## src/rtl/rate_pkg.sv

```systemverilog
package rate_pkg;
  // All limits are cycle counts of the reference clock per frame.
  function automatic longint unsigned up_div(longint unsigned num, longint unsigned den);
    return (num + den - 1) / den;
  endfunction

  // shortest legal frame: fastest supported rate, 108 kHz
  function automatic int min_period(longint unsigned ref_hz);
    return int'(up_div(ref_hz, 64'd108000));
  endfunction

  // longest legal frame: slowest supported rate, 22 kHz
  function automatic int max_period(longint unsigned ref_hz);
    return int'(ref_hz / 64'd22000);
  endfunction

  // period at or below this means rate >= 88.2 kHz
  function automatic int hi_limit(longint unsigned ref_hz);
    return int'((ref_hz * 64'd10) / 64'd882000);
  endfunction

  // period at or above this means rate <= 54 kHz
  function automatic int lo_limit(longint unsigned ref_hz);
    return int'(up_div(ref_hz, 64'd54000));
  endfunction
endpackage

```

## src/rtl/period_meter.sv

```systemverilog
module period_meter #(
  parameter int CW  = 12,
  parameter int TMO = 1118
) (
  input  logic          clk,
  input  logic          rst_n,
  input  logic          strobe,
  output logic          per_vld,
  output logic [CW-1:0] per_val,
  output logic          tmo
);
  localparam logic [CW-1:0] TMO_C = CW'(TMO);

  logic [CW-1:0] cnt;
  logic          armed;

  always_ff @(posedge clk) begin
    if (!rst_n) begin
      cnt   <= '0;
      armed <= 1'b0;
    end else begin
      if (strobe) armed <= 1'b1;
      if (strobe)              cnt <= CW'(1);
      else if (cnt != TMO_C)   cnt <= cnt + CW'(1);
    end
  end

  assign per_vld = strobe & armed;
  assign per_val = cnt;
  assign tmo     = (cnt == TMO_C);
endmodule

```

## src/rtl/lock_tracker.sv

```systemverilog
module lock_tracker #(
  parameter int CW       = 12,
  parameter int PMIN     = 228,
  parameter int PMAX     = 1117,
  parameter int LOCK_RUN = 4
) (
  input  logic          clk,
  input  logic          rst_n,
  input  logic          per_vld,
  input  logic [CW-1:0] per_val,
  input  logic          tmo,
  output logic          good,
  output logic          unlock
);
  localparam int RW = $clog2(LOCK_RUN + 1);
  localparam logic [RW-1:0] LAST = RW'(LOCK_RUN - 1);
  localparam logic [CW-1:0] LO_C = CW'(PMIN);
  localparam logic [CW-1:0] HI_C = CW'(PMAX);

  logic [RW-1:0] run;
  logic          bad;

  assign good = per_vld && (per_val >= LO_C) && (per_val <= HI_C);
  assign bad  = tmo || (per_vld && !good);

  always_ff @(posedge clk) begin
    if (!rst_n) begin
      run    <= '0;
      unlock <= 1'b1;
    end else if (bad) begin
      run    <= '0;
      unlock <= 1'b1;
    end else if (good) begin
      if (run < LAST) run <= run + RW'(1);
      else            unlock <= 1'b0;
    end
  end
endmodule

```

## src/rtl/rate_decider.sv

```systemverilog
module rate_decider #(
  parameter int CW     = 12,
  parameter int HI_MAX = 278,
  parameter int LO_MIN = 456
) (
  input  logic          clk,
  input  logic          rst_n,
  input  logic          good,
  input  logic [CW-1:0] per_val,
  output logic          meas_hi
);
  localparam logic [CW-1:0] HI_C = CW'(HI_MAX);
  localparam logic [CW-1:0] LO_C = CW'(LO_MIN);

  always_ff @(posedge clk) begin
    if (!rst_n)                        meas_hi <= 1'b0;
    else if (good && per_val <= HI_C)  meas_hi <= 1'b1;
    else if (good && per_val >= LO_C)  meas_hi <= 1'b0;
  end
endmodule

```

## src/rtl/rate_classifier.sv

```systemverilog
module rate_classifier #(
  parameter longint unsigned REF_HZ   = 64'd24576000,
  parameter int              LOCK_RUN = 4
) (
  input  logic clk,
  input  logic rst_n,
  input  logic fs_strobe,
  input  logic osc_mode,
  input  logic osc_hi_bit,
  output logic hi_rate,
  output logic unlock
);
  localparam int PMIN   = rate_pkg::min_period(REF_HZ);
  localparam int PMAX   = rate_pkg::max_period(REF_HZ);
  localparam int HI_MAX = rate_pkg::hi_limit(REF_HZ);
  localparam int LO_MIN = rate_pkg::lo_limit(REF_HZ);
  localparam int TMO    = PMAX + 1;
  localparam int CW     = $clog2(PMAX + 2);

  logic          p_vld;
  logic [CW-1:0] p_val;
  logic          tmo;
  logic          good;
  logic          meas_hi;

  period_meter #(.CW(CW), .TMO(TMO)) u_meter (
    .clk(clk), .rst_n(rst_n), .strobe(fs_strobe),
    .per_vld(p_vld), .per_val(p_val), .tmo(tmo)
  );

  lock_tracker #(.CW(CW), .PMIN(PMIN), .PMAX(PMAX), .LOCK_RUN(LOCK_RUN)) u_lock (
    .clk(clk), .rst_n(rst_n), .per_vld(p_vld), .per_val(p_val), .tmo(tmo),
    .good(good), .unlock(unlock)
  );

  rate_decider #(.CW(CW), .HI_MAX(HI_MAX), .LO_MIN(LO_MIN)) u_dec (
    .clk(clk), .rst_n(rst_n), .good(good), .per_val(p_val), .meas_hi(meas_hi)
  );

  assign hi_rate = osc_mode ? osc_hi_bit : meas_hi;
endmodule

```

## config.mk

```make
export PLATFORM = sky130hd
export DESIGN_NAME = rate_classifier
export DESIGN_NICKNAME = d
export VERILOG_FILES = /design/src/rtl/rate_pkg.sv /design/src/rtl/period_meter.sv /design/src/rtl/lock_tracker.sv /design/src/rtl/rate_decider.sv /design/src/rtl/rate_classifier.sv
export SDC_FILE = /design/constraint.sdc
export NUM_CORES = 1
export LEC_CHECK = 0
export BUFFER_PORTS_ARGS = -buffer_cell sky130_fd_sc_hd__buf_2
export CAP_MARGIN = 20
export CORE_ASPECT_RATIO = 0.9
export CORE_MARGIN = 2
export CORE_UTILIZATION = 30
export CTS_BUF_LIST = sky130_fd_sc_hd__clkbuf_8
export DETAILED_ROUTE_END_ITERATION = 8
export SLEW_MARGIN = 20
export SYNTH_ARGS = -nofsm -noshare
export SYNTH_HDL_FRONTEND = slang
export SYNTH_SLANG_ARGS = --single-unit
```

## constraint.sdc

```tcl
create_clock -name clk -period 2.05 [get_ports clk]
set_clock_uncertainty 0.15 [all_clocks]
set_input_delay 0.3075 -clock clk [delete_from_list [all_inputs] [get_ports clk]]
set_output_delay 0.3075 -clock clk [all_outputs]
set_load 0.02 [all_outputs]
```

Yosys cells after proc, flatten, opt, wreduce, memory -nomap -nowiden --
Index checks and enable logic that the tools add are counted.
Cells by class: $add $sub $neg 2, order comparisons 5, equal/unequal tests 2, muxes and demuxes 5, bitwise operators 3, reduce and logical (&&, ||, !) cells 13
Operator list (number):
- adder 11 x 1 -> 11 bit, second input constant | 1
- == test 11 bit, second input constant | 1
- >= comparator 11 x 8 -> 1 bit, second input constant | 1
- >= comparator 11 x 9 -> 1 bit, second input constant | 1
- <= comparator 11 bit, second input constant | 1
- <= comparator 11 x 9 -> 1 bit, second input constant | 1
- != test 11 bit, second input constant | 1
- logical AND 1 bit | 5
- 2-to-1 mux 1 bit | 5
- AND reduction 2 bit | 2
- nonzero test 2 bit | 2
- OR reduction 2 bit | 2
- adder 3 x 1 -> 3 bit, second input constant | 1
- less-than comparator 3 x 2 -> 1 bit, second input constant | 1
- inverter 1 bit | 2
- bitwise AND 1 bit | 1
- zero test 1 bit | 1
- logical OR 1 bit | 1
Word-level totals: register bits after elaboration 17, word-level logic and storage cells 36

Depth between registers and ports, before layout --
Gate-level depths: netlist (run 1).
word-level depth 7, depth in mapped cells 8, depth with buffers taken out 7

Hierarchy --
A second synthesis (run 1) with hierarchy kept.
Second synthesis, totals: cells, all modules 112, area total of the unflattened synthesis 960.9 um^2
Modules (own cells, without submodules):
- period_meter | instances 1, cells an instance 67, area an instance 583.1 um^2
- lock_tracker | instances 1, cells an instance 33, area an instance 275.3 um^2
- rate_decider | instances 1, cells an instance 11, area an instance 87.6 um^2
- rate_classifier | instances 1, cells an instance 1, area an instance 15.0 um^2

Least setup slack after synthesis (run 1) --
Ideal clock, no wire load.
path kind register to register, start point register u_meter.cnt[2] (netlist: u_meter.per_val[2]), end point register u_dec.meas_hi, data arrival time 1545 ps, setup slack 239 ps, stages on the path, launching flop included 6, buffers on the path 0, clock period less this slack 1811 ps, cell sequence dfxtp_1 -> or3_4 -> a2111oi_4 -> a21oi_2 -> and3_1 -> a31o_1
Between the ends: word-level cells in the longest chain between the ends 5, elaborated cells on any way between the ends 10, classes of those cells order compare: 4; mux: 1; reduce/logical: 5
Ends and longest elaborated chain:
- from (decl) | line period_meter.sv:14 | logic [CW-1:0] cnt;
- from (signal assigned) | line period_meter.sv:24 | else if (cnt != TMO_C) cnt <= cnt + CW'(1);
- >= comparator 11 x 8 -> 1 bit | line lock_tracker.sv:23 | assign good = per_vld && (per_val >= LO_C) && (per_val <= HI_C);
- logical AND 1 bit (2 in series) | line lock_tracker.sv:23
- logical AND 1 bit (on tied branches) | line rate_decider.sv:17, rate_decider.sv:18
- 2-to-1 mux 1 bit or nonzero test 2 bit (tied branches)
- to (signal assigned) | line rate_decider.sv:16 | if (!rst_n) meas_hi <= 1'b0;
- to (signal assigned) | line rate_decider.sv:17 | else if (good && per_val <= HI_C) meas_hi <= 1'b1;
- to (signal assigned) | line rate_decider.sv:18 | else if (good && per_val >= LO_C) meas_hi <= 1'b0;
- to (decl) | line rate_decider.sv:10 | output logic meas_hi
Parallel ways exist; a longest one is shown, timed or not. A chain may end at the register's enable or synchronous reset.

Final worst setup path (run 1) --
start point register u_meter.cnt[3] (netlist: u_meter.per_val[3]), end point register u_dec.meas_hi
The elaborated chain is that of the path after synthesis.

==> results of run 1 <==
## final timing paths
check                  end  slack, ns
max          u_dec.meas_hi       0.16
min          u_meter.armed       0.15
max reg2reg  u_dec.meas_hi       0.16
min reg2reg  u_meter.armed       0.33
## per-stage QoR
step | utilization, % | hold WS [ns] | power (mW) | setup slack, ns | instances
2_1_floorplan | - | 0.238 | 0.368 | 0.239 | 103
3_3_place_gp | 34.3 | 0.316 | 0.382 | 0.167 | 152
3_5_place_dp | 34.3 | 0.321 | 0.384 | 0.0949 | 152
4_1_cts | 35.8 | 0.148 | 0.633 | 0.0851 | 156
5_1_grt | 35.9 | 0.169 | 0.655 | 0.0699 | 156
6_report | 35.9 | 0.145 | 0.627 | 0.158 | 156
## sequential cells by signal (all words and copies together), names as in the netlist
| signal | count |
|---|---|
| u_lock.run | 3 |
| u_meter.per_val | 11 |
| u_dec.meas_hi | 1 |
| u_meter.armed | 1 |
| u_lock.unlock | 1 |
## worst max-delay path, cell delays in order, from the launching register on
cell and delay [ns]:
dfxtp_1 0.37, or3_4 0.40, a2111oi_4 0.36, a21oi_2 0.11, and3_1 0.18, a31o_1 0.20
## Yosys cell counts (all sizes together) (2+ instances only)
library cell  number
dfxtp             17
nor2              11
and3               7
nand2              7
a31oi              5
ha                 5
a21oi              4
xnor2              4
xor2               4
nand3              3
nor3               3
o21ai              3
a2111oi            2
a31o               2
buf                2
clkbuf             2
inv                2
nand4              2
nor3b              2
o21a               2
## layer usage
layer / wire, um / share of wire, % / track usage, %
met1: 941 / 49 / 17.1
met2: 879 / 46 / 18.0
met3: 27 / 1.4 / 1.20
met4: 63 / 3.3 / 10.5
met5: 0 / 0 / 0
## power by group
group | internal (mW) | switching (mW)
clock network | 0.133 | 0.119
logic | 0.0152 | 0.0229
registers | 0.334 | 0.00334
## logic make-up (layout without fill, tap and decap cells)
kind of cell    after synthesis  after routing
mux                           1              1
compound gates               22             22
simple gates                 44             44
flops                        17             17
xor+xnor                      8              8
fa+ha+maj                     5              5
buf+inv                       6             17
## what timing repair did
item	4_1_cts	5_1_grt
endpoints found under the hold margin	0	0
endpoints found under the setup margin	0	4
gates resized for setup	0	1
## layout make-up
class	instances	area [um2]
Clock buffer	3	41.3
Clock inverter	1	3.75
Fill cell	326	1920
Inverter	2	7.51
Multi-Input combinational cell	80	563
Sequential cell	17	340
Tap cell	42	52.6
Timing Repair Buffer	11	67.6
==> impl_metrics.json, run 1 <==
{
  "synth_area_um2": 926,
  "async_flop_share_pct": 0,
  "drive_above_1_share_pct": 19.3,
  "hp-class": "in -> reg",
  "cts_max_level": 1,
  "ctsHoldBuffers": 0,
  "setup_viol": 0,
  "relSlewSlack_pct": 75.4,
  "final_cell_mix": "17 x dfxtp_1, 11 x nor2_1, 7 x nand2_1",
  "synth_edf_count": 0,
  "antenna_found_initial": 0,
  "grt_max_degree": 12,
  "rows": 19,
  "power.leakage_nw": 0.415,
  "gp_congestion": 0.827,
  "hold_viol": 0,
  "slew_viol_final": 0,
  "arrival_ns": 1.90,
  "wl_per_cell_um": 12.3,
  "hold_depth": 2,
  "syn_nets": 113,
  "synth_fa_ha_area_share_pct": 6.76,
  "die-area_um2": 3550,
  "postCtsSetupRepairBufs": 0,
  "period_minus_slack_ns": 1.89,
  "drtPass1Iterations": 4,
  "cts_made_buffers": 3,
  "drc": 0,
  "grt_overflow": 0,
  "cellPowerDensity_nw_per_um2": 583,
  "drt_iter0_markers": 25,
  "antenna_cells": 0,
  "layout_commonest_cell": "dfxtp_1",
  "synth-seq-area-share_pct": 36.8,
  "postRouteAntennaNets": 0,
  "syn-instance-count": 103,
  "layout.nets": 125,
  "synth.distinct_cells": 39,
  "vias_per_cell": 4.91,
  "synth_area_leaders": "dfxtp_1 37%, ha_1 6.8%, nor2_1 4.5%",
  "synthSimpleGateAreaFrac_pct": 26.4,
  "crit_type": "reg -> reg",
  "die_h_um": 56.7,
  "rr_startpoint": "u_meter.per_val[3]",
  "clk_path_buf_depth": 2,
  "ys.flop_type": "dfxtp_1",
  "synth_mux_area_share_pct": 1.22,
  "cp.required_ns": 2.05,
  "vias": 766,
  "crit_path_start_kind": "flop",
  "synth-xor-area-share_pct": 7.57,
  "io_buffers": 6,
  "status": "finished clean",
  "synth_top_family_by_area": "simple AND/OR/NAND/NOR gates",
  "max_freq_mhz": 529,
  "synth_area_leader_cell": "dfxtp_1",
  "num_io_pins": 7,
  "rsz0062_at_grt": "false",
  "postPlaceCellArea_um2": 1030,
  "synthDominantCellAreaShare_pct": 36.8,
  "synth_area_per_cell_um2": 8.99,
  "ys.warnings.count": 0,
  "core_um2": 3000,
  "cp-end-kind": "flop",
  "clock_latency_ns": 0.26,
  "dpl.hpwl_um": 1380,
  "final_area_um2": 1080,
  "crit_fanout": 7,
  "cts_sinks": 17,
  "initial_core_util_pct": 30.9,
  "clk_pin_slew_ns": 0.07,
  "first_global_vias": 752,
  "fin_crit_sh_pct": 92.3,
  "maxCapViolations": 0,
  "finalWirelength_um": 1910,
  "grtUsageTotal_pct": 12.6,
  "peakVddDrop_mv": 0.274,
  "synth_compound_area_share_pct": 18.5,
  "cts_tree": "done",
  "min-delay-start": "fs_strobe",
  "crit_start": "u_meter.per_val[3]",
  "yosys_register_bits": 17,
  "area_delta_synth_final_pct": 16.2,
  "grt_first_pass_wirelength_um": 3500,
  "die_w_um": 62.6,
  "worstMarginPinSlew_ns": 0.360,
  "cts_root_buffer": "clkbuf_8",
  "tns_ns": 0,
  "r2r_cells": 5
}
Note: power is estimated with default switching activity, not from simulation.
==> run 2, diff against run 1 <==
--- a/config.mk
+++ b/config.mk
@@ -12,6 +12,7 @@
 export CORE_UTILIZATION = 30
 export CTS_BUF_LIST = sky130_fd_sc_hd__clkbuf_8
 export DETAILED_ROUTE_END_ITERATION = 8
+export GPL_TIMING_DRIVEN = 0
 export SLEW_MARGIN = 20
 export SYNTH_ARGS = -nofsm -noshare
 export SYNTH_HDL_FRONTEND = slang
==> run 2 against run 1 <==
First-iteration DRC count is 28% lower. Critical path type unchanged. Register-to-register slack got worse by 0.04 ns. Critical path depth grew 2. Count of clock-buffer cells in the layout stayed put. Sequential share of layout area up 0.64 points. Combinational power shrank 12%. Via count increased by 2.6%. Non-clock buffer count down 1. Critical endpoint is now u_meter.per_val[5]. Flip-flop and latch count unchanged. Hold slack improved by 0.0027 ns. Power shrank 0.56%. Sequential power hardly changed.
==> impl_metrics.json, run 2 (synthesis results as in run 1) <==
{
  "antenna_cells": 0,
  "reg_top3": "u_meter.per_val x11, u_lock.run x3",
  "layout.nets": 124,
  "nFillCells": 332,
  "drtPass1Iterations": 4,
  "antenna_found_initial": 0,
  "die-area_um2": 3550,
  "max_freq_mhz": 517,
  "cp-end-kind": "flop",
  "fin_hold_ws_ns": 0.148,
  "wl_per_cell_um": 11.5,
  "power.leakage_nw": 0.399,
  "area_delta_synth_final_pct": 14.3,
  "relSlewSlack_pct": 68.9,
  "crit_type": "reg -> reg",
  "first_global_vias": 666,
  "met2_length_um": 864,
  "vias_per_cell": 5.07,
  "r2r_cells": 7,
  "met1_length_um": 852,
  "fin_crit_sh_pct": 94.3,
  "drive_above_1_share_pct": 19.5,
  "die_h_um": 56.7,
  "grt_first_pass_wirelength_um": 2990,
  "clk_pin_slew_ns": 0.07,
  "maxCapViolations": 0,
  "gp_congestion": 0.768,
  "hp-class": "in -> reg",
  "num_io_pins": 7,
  "cts_max_level": 1,
  "setup_viol": 0,
  "core_um2": 3000,
  "finalWirelength_um": 1790,
  "drt_iter0_markers": 18,
  "cp.required_ns": 2.03,
  "clock_latency_ns": 0.25,
  "die_w_um": 62.6,
  "rows": 19,
  "worstMarginPinSlew_ns": 0.466,
  "arrival_ns": 1.91,
  "slowest_delay_ns": 0.45,
  "grt_overflow": 0,
  "path_cells": "ha_1 > nand4bb_1 > or4_1 > clkbuf_4 > nand2_1 > xor2_1 > nor2_1",
  "status": "finished clean",
  "slew_viol_final": 0,
  "layout_commonest_cell": "dfxtp_1",
  "cellPowerDensity_nw_per_um2": 589,
  "dpl.hpwl_um": 1300,
  "cts_made_buffers": 3,
  "period_minus_slack_ns": 1.93,
  "grt_max_degree": 11,
  "hold_depth": 2,
  "cts_sinks": 17,
  "crit_path_start_kind": "flop",
  "tns_ns": 0,
  "initial_core_util_pct": 30.9,
  "cpMaxStageDelayCell": "or4_1",
  "drc": 0,
  "grtUsageTotal_pct": 10.6,
  "clk_path_buf_depth": 2,
  "vias": 786,
  "hold_viol": 0,
  "highest-signal-layer": "met4",
  "cts_tree": "done",
  "peakVddDrop_mv": 0.447,
  "io_buffers": 6,
  "crit_fanout": 10,
  "largest_reg_flops": 11,
  "top_register": "u_meter.per_val",
  "postRouteAntennaNets": 0,
  "rsz0062_at_grt": "false",
  "final_util_pct": 35.3,
  "final_cell_mix": "16 x dfxtp_1, 11 x nor2_1, 7 x nand2_1",
  "cts_root_buffer": "clkbuf_8",
  "dr_wl_met3_um": 21
}
run 2: layer usage:
layer,GRT usage (%),vias up
met3,0.601,4
met4,7.62,0
met1,13.4,377
met5,0,-
li1,-,397
met2,17.4,8
run 2: per-stage QoR:
step	total power, mW	setup WS (ns)	cell area, um2	instances
final	0.624	0.117	1060	155
after global routing	0.654	0.0131	1060	155
after CTS	0.634	0.0461	1050	155
after detailed placement	0.381	0.0740	1010	151
after global placement	0.380	0.0819	1010	151
after floorplan	0.368	0.239	926	103
run 2: timing repair:
| item | in CTS | in global routing |
|---|---|---|
| resized for setup | 0 | 3 |
| hold buffers | 0 | 0 |
| endpoints found under the setup margin | 0 | 3 |
| buffers inserted | 0 | 0 |
run 2: path summary, 6_finish.rpt:
| kind | startpoint | slack [ns] | end |
|---|---|---|---|
| setup / recovery | u_meter.per_val[1] | 0.12 | u_meter.per_val[5] |
| hold / removal | fs_strobe | 0.15 | u_meter.armed |
| setup reg to reg | u_meter.per_val[1] | 0.12 | u_meter.per_val[5] |
| hold reg to reg | u_meter.armed | 0.34 | u_meter.armed |
run 2: power breakdown:
part	total (mW)	internal (mW)	switching (mW)
logic	0.0337	0.0137	0.0200
clock network	0.250	0.135	0.115
registers	0.341	0.335	0.00583
total	0.624	0.483	0.141
run 2: area by class of cell:
cell class	instances	area [um2]	area share (%)
Inverter	2	7.51	0.709
Sequential cell	17	342	32.3
Buffer	4	21.3	2.01
Clock inverter	1	5.00	0.473
Clock buffer	3	41.3	3.90
Multi-Input combinational cell	80	559	52.8
Timing Repair Buffer	6	30.0	2.84
Tap cell	42	52.6	4.96
run 2: worst max-delay path, delay by kind of cell, from the launching register on:
family	cells	cell delay, ns
xor+xnor	1	0.15
fa+ha+maj	1	0.19
buf+inv	1	0.22
flops	1	0.44
simple gates	4	0.67
